--- src/rtl/bcd_alu_pkg.sv ---
`timescale 1ns/10ps
package bcd_alu_pkg;

  typedef enum logic [4:0] {
    OP_ADD  = 5'd0,
    OP_ADC  = 5'd1,
    OP_SUB  = 5'd2,
    OP_SBB  = 5'd3,
    OP_CMP  = 5'd4,
    OP_DAC  = 5'd5,
    OP_DSB  = 5'd6,
    OP_AND  = 5'd7,
    OP_OR   = 5'd8,
    OP_XOR  = 5'd9,
    OP_INV  = 5'd10,
    OP_MOV  = 5'd11,
    OP_TST  = 5'd12,
    OP_INC  = 5'd13,
    OP_DEC  = 5'd14,
    OP_SWAP = 5'd15,
    OP_RL   = 5'd16,
    OP_RLC  = 5'd17,
    OP_RR   = 5'd18,
    OP_RRC  = 5'd19,
    OP_MPY  = 5'd20,
    OP_DECD = 5'd21
  } alu_op_e;

  typedef struct packed {
    logic c;
    logic n;
    logic z;
  } alu_flags_t;

endpackage

--- src/rtl/bcd_alu_dec.sv ---
`timescale 1ns/10ps
// Packed-decimal adder/subtractor. The ripple term is a carry when adding
// and a borrow when subtracting.
module bcd_alu_dec #(
  parameter int DIGITS = 2
) (
  input  logic [4*DIGITS-1:0] a_i,
  input  logic [4*DIGITS-1:0] b_i,
  input  logic                cin_i,
  input  logic                sub_i,
  output logic [4*DIGITS-1:0] res_o,
  output logic                cout_o
);
  localparam int NW = 4;

  logic ripple [DIGITS+1];

  assign ripple[0] = sub_i ? ~cin_i : cin_i;
  assign cout_o    = sub_i ? ~ripple[DIGITS] : ripple[DIGITS];

  for (genvar g = 0; g < DIGITS; g++) begin : g_digit
    logic [NW:0]   add_t;
    logic [NW:0]   sub_t;
    logic [NW-1:0] dig_a;
    logic [NW-1:0] dig_b;
    logic [NW-1:0] dig_r;
    logic          dig_k;

    assign dig_a = a_i[g*NW +: NW];
    assign dig_b = b_i[g*NW +: NW];

    always_comb begin
      add_t = {1'b0, dig_a} + {1'b0, dig_b} + {{NW{1'b0}}, ripple[g]};
      sub_t = {1'b0, dig_a} - {1'b0, dig_b} - {{NW{1'b0}}, ripple[g]};
      if (sub_i) begin
        if (sub_t[NW]) begin
          dig_r = sub_t[NW-1:0] + 4'd10;
          dig_k = 1'b1;
        end else begin
          dig_r = sub_t[NW-1:0];
          dig_k = 1'b0;
        end
      end else if (add_t > 5'd9) begin
        dig_r = add_t[NW-1:0] + 4'd6;
        dig_k = 1'b1;
      end else begin
        dig_r = add_t[NW-1:0];
        dig_k = 1'b0;
      end
    end

    assign ripple[g+1]         = dig_k;
    assign res_o[g*NW +: NW]   = dig_r;
  end
endmodule

--- src/rtl/bcd_alu_rot.sv ---
`timescale 1ns/10ps
// Single-place rotates and the nibble exchange.
module bcd_alu_rot
  import bcd_alu_pkg::*;
#(
  parameter int W = 8
) (
  input  alu_op_e      op_i,
  input  logic [W-1:0] d_i,
  input  logic         cin_i,
  output logic [W-1:0] res_o,
  output logic         cout_o
);
  localparam int H = W / 2;

  always_comb begin
    res_o  = d_i;
    cout_o = 1'b0;
    case (op_i)
      OP_RL: begin
        res_o  = {d_i[W-2:0], d_i[W-1]};
        cout_o = d_i[W-1];
      end
      OP_RLC: begin
        res_o  = {d_i[W-2:0], cin_i};
        cout_o = d_i[W-1];
      end
      OP_RR: begin
        res_o  = {d_i[0], d_i[W-1:1]};
        cout_o = d_i[0];
      end
      OP_RRC: begin
        res_o  = {cin_i, d_i[W-1:1]};
        cout_o = d_i[0];
      end
      OP_SWAP: begin
        res_o  = {d_i[H-1:0], d_i[W-1:H]};
        cout_o = d_i[H];
      end
      default: ;
    endcase
  end
endmodule

--- src/rtl/bcd_alu_flags.sv ---
`timescale 1ns/10ps
// Status register for carry, negative and zero.
module bcd_alu_flags
  import bcd_alu_pkg::*;
(
  input  logic       clk,
  input  logic       rst_n,
  input  logic       we_i,
  input  alu_flags_t d_i,
  output alu_flags_t q_o
);
  always_ff @(posedge clk or negedge rst_n) begin
    if (!rst_n)    q_o <= '0;
    else if (we_i) q_o <= d_i;
  end

  AST_FLAG_HOLD: assert property (@(posedge clk) disable iff (!rst_n)
    !we_i |=> $stable(q_o));
  AST_FLAG_LOAD: assert property (@(posedge clk) disable iff (!rst_n)
    we_i |=> (q_o == $past(d_i)));
endmodule

--- src/rtl/bcd_alu.sv ---
`timescale 1ns/10ps
module bcd_alu
  import bcd_alu_pkg::*;
#(
  parameter int W = 8
) (
  input  logic         clk,
  input  logic         rst_n,
  input  logic [4:0]   op_i,
  input  logic [W-1:0] src_i,
  input  logic [W-1:0] dst_i,
  input  logic         cin_i,
  input  logic         flag_we_i,
  output logic [W-1:0] res_o,
  output logic [W-1:0] res_hi_o,
  output logic         c_o,
  output logic         n_o,
  output logic         z_o,
  output logic         st_c_o,
  output logic         st_n_o,
  output logic         st_z_o
);
  localparam int DIGITS = W / 4;
  localparam int W2     = 2 * W;

  alu_op_e      op;
  logic [W-1:0] b_eff;
  logic         c_eff;
  logic [W:0]   sum;
  logic [W-1:0] dec_res;
  logic         dec_c;
  logic [W-1:0] rot_res;
  logic         rot_c;
  logic [W2-1:0] prod;
  logic [W2-1:0] pair;
  logic [W2-1:0] pair_m1;
  alu_flags_t   flags_nx;
  alu_flags_t   flags_q;

  assign op = alu_op_e'(op_i);

  // Shared binary adder: subtraction adds the inverted source.
  always_comb begin
    b_eff = src_i;
    c_eff = 1'b0;
    case (op)
      OP_ADC:         c_eff = cin_i;
      OP_SUB, OP_CMP: begin b_eff = ~src_i; c_eff = 1'b1;  end
      OP_SBB:         begin b_eff = ~src_i; c_eff = cin_i; end
      OP_INC:         begin b_eff = '0;     c_eff = 1'b1;  end
      OP_DEC:         b_eff = '1;
      default: ;
    endcase
    sum = {1'b0, dst_i} + {1'b0, b_eff} + {{W{1'b0}}, c_eff};
  end

  bcd_alu_dec #(.DIGITS(DIGITS)) u_dec (
    .a_i(dst_i), .b_i(src_i), .cin_i(cin_i), .sub_i(op == OP_DSB),
    .res_o(dec_res), .cout_o(dec_c)
  );

  bcd_alu_rot #(.W(W)) u_rot (
    .op_i(op), .d_i(dst_i), .cin_i(cin_i), .res_o(rot_res), .cout_o(rot_c)
  );

  assign prod    = {{W{1'b0}}, src_i} * {{W{1'b0}}, dst_i};
  assign pair    = {src_i, dst_i};
  assign pair_m1 = pair - {{(W2-1){1'b0}}, 1'b1};

  always_comb begin
    res_o    = dst_i;
    res_hi_o = '0;
    c_o      = 1'b0;
    case (op)
      OP_ADD, OP_ADC, OP_SUB, OP_SBB, OP_INC, OP_DEC: begin
        res_o = sum[W-1:0];
        c_o   = sum[W];
      end
      OP_CMP:  c_o = sum[W];
      OP_DAC, OP_DSB: begin
        res_o = dec_res;
        c_o   = dec_c;
      end
      OP_AND:  res_o = src_i & dst_i;
      OP_OR:   res_o = src_i | dst_i;
      OP_XOR:  res_o = src_i ^ dst_i;
      OP_INV:  res_o = ~dst_i;
      OP_MOV:  res_o = src_i;
      OP_SWAP, OP_RL, OP_RLC, OP_RR, OP_RRC: begin
        res_o = rot_res;
        c_o   = rot_c;
      end
      OP_MPY: begin
        res_o    = prod[W-1:0];
        res_hi_o = prod[W2-1:W];
      end
      OP_DECD: begin
        res_o    = pair_m1[W-1:0];
        res_hi_o = pair_m1[W2-1:W];
        c_o      = |pair;
      end
      default: ;
    endcase
  end

  always_comb begin
    n_o = res_o[W-1];
    z_o = (res_o == '0);
    case (op)
      OP_CMP: begin
        n_o = sum[W-1];
        z_o = (sum[W-1:0] == '0);
      end
      OP_MPY: begin
        n_o = res_hi_o[W-1];
        z_o = (res_hi_o == '0);
      end
      OP_DECD: begin
        n_o = pair_m1[W2-1];
        z_o = (pair_m1 == '0);
      end
      default: ;
    endcase
  end

  assign flags_nx = '{c: c_o, n: n_o, z: z_o};

  bcd_alu_flags u_flags (
    .clk(clk), .rst_n(rst_n), .we_i(flag_we_i), .d_i(flags_nx), .q_o(flags_q)
  );

  assign st_c_o = flags_q.c;
  assign st_n_o = flags_q.n;
  assign st_z_o = flags_q.z;

  function automatic logic all_digits_ok(input logic [W-1:0] v);
    logic ok;
    ok = 1'b1;
    for (int i = 0; i < DIGITS; i++) begin
      if (v[i*4 +: 4] > 4'd9) ok = 1'b0;
    end
    return ok;
  endfunction

  AST_CMP_KEEPS_DEST: assert property (@(posedge clk) disable iff (!rst_n)
    (op_i == OP_CMP) |-> (res_o == dst_i));
  AST_DAC_DIGITS_VALID: assert property (@(posedge clk) disable iff (!rst_n)
    (op_i == OP_DAC && all_digits_ok(src_i) && all_digits_ok(dst_i)) |-> all_digits_ok(res_o));
  AST_LOGIC_NO_CARRY: assert property (@(posedge clk) disable iff (!rst_n)
    (op_i >= OP_AND && op_i <= OP_TST) |-> !c_o);
  AST_MPY_ZERO_SRC: assert property (@(posedge clk) disable iff (!rst_n)
    (op_i == OP_MPY && src_i == '0) |-> (res_o == '0 && res_hi_o == '0 && z_o));
  AST_DECD_WRAP: assert property (@(posedge clk) disable iff (!rst_n)
    (op_i == OP_DECD && src_i == '0 && dst_i == '0) |-> (!c_o && res_o == '1 && res_hi_o == '1));
endmodule

--- config.mk ---
export PLATFORM = sky130hd
export DESIGN_NAME = bcd_alu
export DESIGN_NICKNAME = d
export VERILOG_FILES = /design/src/rtl/bcd_alu_pkg.sv /design/src/rtl/bcd_alu_dec.sv /design/src/rtl/bcd_alu_rot.sv /design/src/rtl/bcd_alu_flags.sv /design/src/rtl/bcd_alu.sv
export SDC_FILE = /design/constraint.sdc
export NUM_CORES = 1
export LEC_CHECK = 0
export ABC_AREA = 1
export BUFFER_PORTS_ARGS = -buffer_cell sky130_fd_sc_hd__buf_2
export CAP_MARGIN = 40
export CORE_MARGIN = 2
export CORE_UTILIZATION = 45
export CTS_CLUSTER_SIZE = 10
export DETAILED_ROUTE_END_ITERATION = 8
export HOLD_SLACK_MARGIN = 0.1
export PLACE_DENSITY_LB_ADDON = 0.05
export SYNTH_ARGS = -nofsm -noshare
export SYNTH_HDL_FRONTEND = slang
export SYNTH_HIERARCHICAL = 1
export SYNTH_SLANG_ARGS = --single-unit
--- constraint.sdc ---
create_clock -name clk -period 18.4 [get_ports clk]
set_input_delay 3.68 -clock clk [delete_from_list [all_inputs] [get_ports clk]]
set_output_delay 3.68 -clock clk [all_outputs]
set_load 0.005 [all_outputs]
==> metrics.txt <==
PortBufs=46; core box area=13830 um^2; Initial Utilization=45.73%; area grow syn2layout=6.925%; Clock Latency Late Sink=0.22 ns; CP Capture Point=z_o; area fraction of the dominant cell type after synthesis=21.13%; Die W=122.5 um; final hold slack=0.4708 ns; Cells after Synth=1101; drt first pass iters=5; initial antenna violation count=0; Worst path top cell family by delay=simple AND/OR/NAND/NOR gates; clock slew at reported path FFs=0.03 ns; sequential share of power=2.1%; Clock power frac=9.1%; final hold violations=0; CP max stage cell=fa_1; combinational fraction of design power=88.7%; Worst R2R Start=u_flags/q_o[2]; sequential cell area fraction in the yosys report=1.187%; RSZ-0062 raised after global routing=false; HPWL after DPL=15710 um; Biggest register=u_flags/q_o; slowest stage delay, CP=0.53 ns; pins over their slew limit=0; diodes inserted=0; DIE HEIGHT=122.5 um; wirelength, routed=19620 um; Post-synth ARST share=100.0%; pwr dens=54.60 nW/um^2; largest net degree at the start of global routing=24; Resized cells post-CTS=0; Post-synth EDFFs=0; Slew @ Worst Pin=0.6654 ns; Worst IR Drop VDD=0.05752 mV; vias in the first global route=6385; Avg Inst Size Synth=5.743 um^2; clock buffer depth=2; Top cell by count, worst path=nand2_1; Post-Syn Area=6324 um^2; global route overflow=0; top-count cell post-synth=nand2_1; Leakage=4.232 nW; Via Count=6611; Initial DRC Count=426; Max Fclk=76.96 MHz; Yosys Warn Count=6; CTS Buf Count=3; Max Clock Skew=0 ns; clk sink count=3; Startpoint Class=input port; Area contributors post-synth=nand2_1, ha_1, fa_1; Switch Pwr=0.2152 mW; Worst Setup End Kind=primary output; design area=6761 um^2; full die area=15020 um^2; Post-synth top cells=nand2_1, inv_1, nand3_1; gpl congestion=0.9009; Worst Path Buf+Inv=8; Crit Path Category=in -> out; sum of negative setup slack=0 ns; Int Power=0.1539 mW; max reg flops=3; I/O pin cnt=47; nets=1285; # setup viols final=0; layout cells sized above 1=9.204%; Seq cells post-synth=3; CP Data Required Time=14.72 ns; Cell Area, Placed=6683 um^2; post-synth top area cell=nand2_1; Reg2Reg Setup Slack=17.79 ns; wire per inst=14.97 um; FF-to-FF End=u_flags/q_o[2]; number of hold buffers added after cts=0; Hold WC Path Type=reg -> reg; Max-slew headroom=55.47%; Routed Antenna Nets=0; library cells used by synthesis=37; crit path DAT=9.31 ns; Period Utilization, post-route=70.62%; CTS tree=done; status=complete, no violations; Sw Share=58.30%; post-DR vias/cell=5.047; total track usage=27.09%; first-pass GRT wire length=31990 um; Root Buffer=clkbuf_16; H-tree depth=1; CP Max Fanout=8; row count=43; Worst path depth=42; max cap viols=0; synthesized net count=1255; min Tclk post-route=12.99 ns; Post-CTS Setup Bufs=0; FF-to-FF path depth=2; Top Registers=u_flags/q_o x3; drt drc=0; total power=0.3691 mW; Setup crit start=op_i[2]; predominant post-synthesis flop cell=dfrtp_1
==> power groups by stage <==
stage | logic, mW | registers (mW) | clock network (mW)
after floorplan | 0.247 | 0.00805 | 0
after global placement | 0.328 | 0.00792 | 0
after detailed placement | 0.328 | 0.00792 | 0
after CTS | 0.330 | 0.00789 | 0.0342
after global routing | 0.380 | 0.00799 | 0.0350
final | 0.328 | 0.00786 | 0.0337
==> routing by layer <==
| layer | GRT usage, % | vias up | wire length (um) |
|---|---|---|---|
| li1 | - | 3420 | - |
| met1 | 34.90 | 3037 | 8874 |
| met2 | 50.10 | 135 | 9714 |
| met3 | 1.115 | 19 | 600 |
| met4 | 5.603 | 0 | 428 |
| met5 | 0 | - | 0 |
==> cells by family (layout without fill, tap and decap cells) <==
group	Yosys count	in the layout	synth area share, %
AO/OA/AOI/OAI	75	75	6.906
XOR/XNOR	21	21	2.908
adder cells (fa/ha/maj)	129	129	30.99
buffers and inverters	270	299	16.30
flip-flops	3	3	1.187
AND/OR/NAND/NOR	603	603	41.71
==> worst min path at each step <==
stage | from | depth (start not counted) | slack, ns | end
after global placement | u_flags/q_o[2] | 2 | 0.46 | u_flags/q_o[2]
after global routing | u_flags/q_o[1] | 2 | 0.51 | u_flags/q_o[1]
after CTS | u_flags/q_o[1] | 2 | 0.47 | u_flags/q_o[1]
after floorplan | u_flags/q_o[0] | 2 | 0.46 | u_flags/q_o[0]
final | u_flags/q_o[1] | 2 | 0.47 | u_flags/q_o[1]
after detailed placement | u_flags/q_o[2] | 2 | 0.46 | u_flags/q_o[2]
==> area by class of cell <==
cell class,count,area [um^2]
Clock buffer,4,78.83
Fill cell,1549,7066
Inverter,249,934.6
Multi-Input combinational cell,828,5218
Sequential cell,3,75.07
Tap cell,180,225.2
Timing Repair Buffer,46,230.2
==> cells in the final DEF (no fill, tap or decap), drive strengths merged <==
cell type	n
dfrtp	3
nand2	373
nand3b	10
ha	83
o21ai	43
nand4	19
a21boi	3
o2111ai	1
or2	3
nor2	98
clkbuf	4
a31oi	1
o211ai	4
nand3	94
a22oi	4
nor3	6
xor2	16
inv	249
fa	46
buf	46
xnor2	5
a21oi	17
o22ai	2
==> worst min-delay path: cells and delay by family, from the launching register on <==
family           cells  cell delay, ns
flip-flops           1            0.33
AND/OR/NAND/NOR      2            0.11
==> per-stage QoR <==
stage	setup slack (ns)	utilization, %	instances
after floorplan	6.525	-	1101
after global placement	5.607	48.33	1306
after detailed placement	5.457	48.33	1306
after CTS	5.437	48.90	1310
after global routing	4.923	48.90	1310
final	5.407	48.90	1310
(Power assumes the default switching activity.)
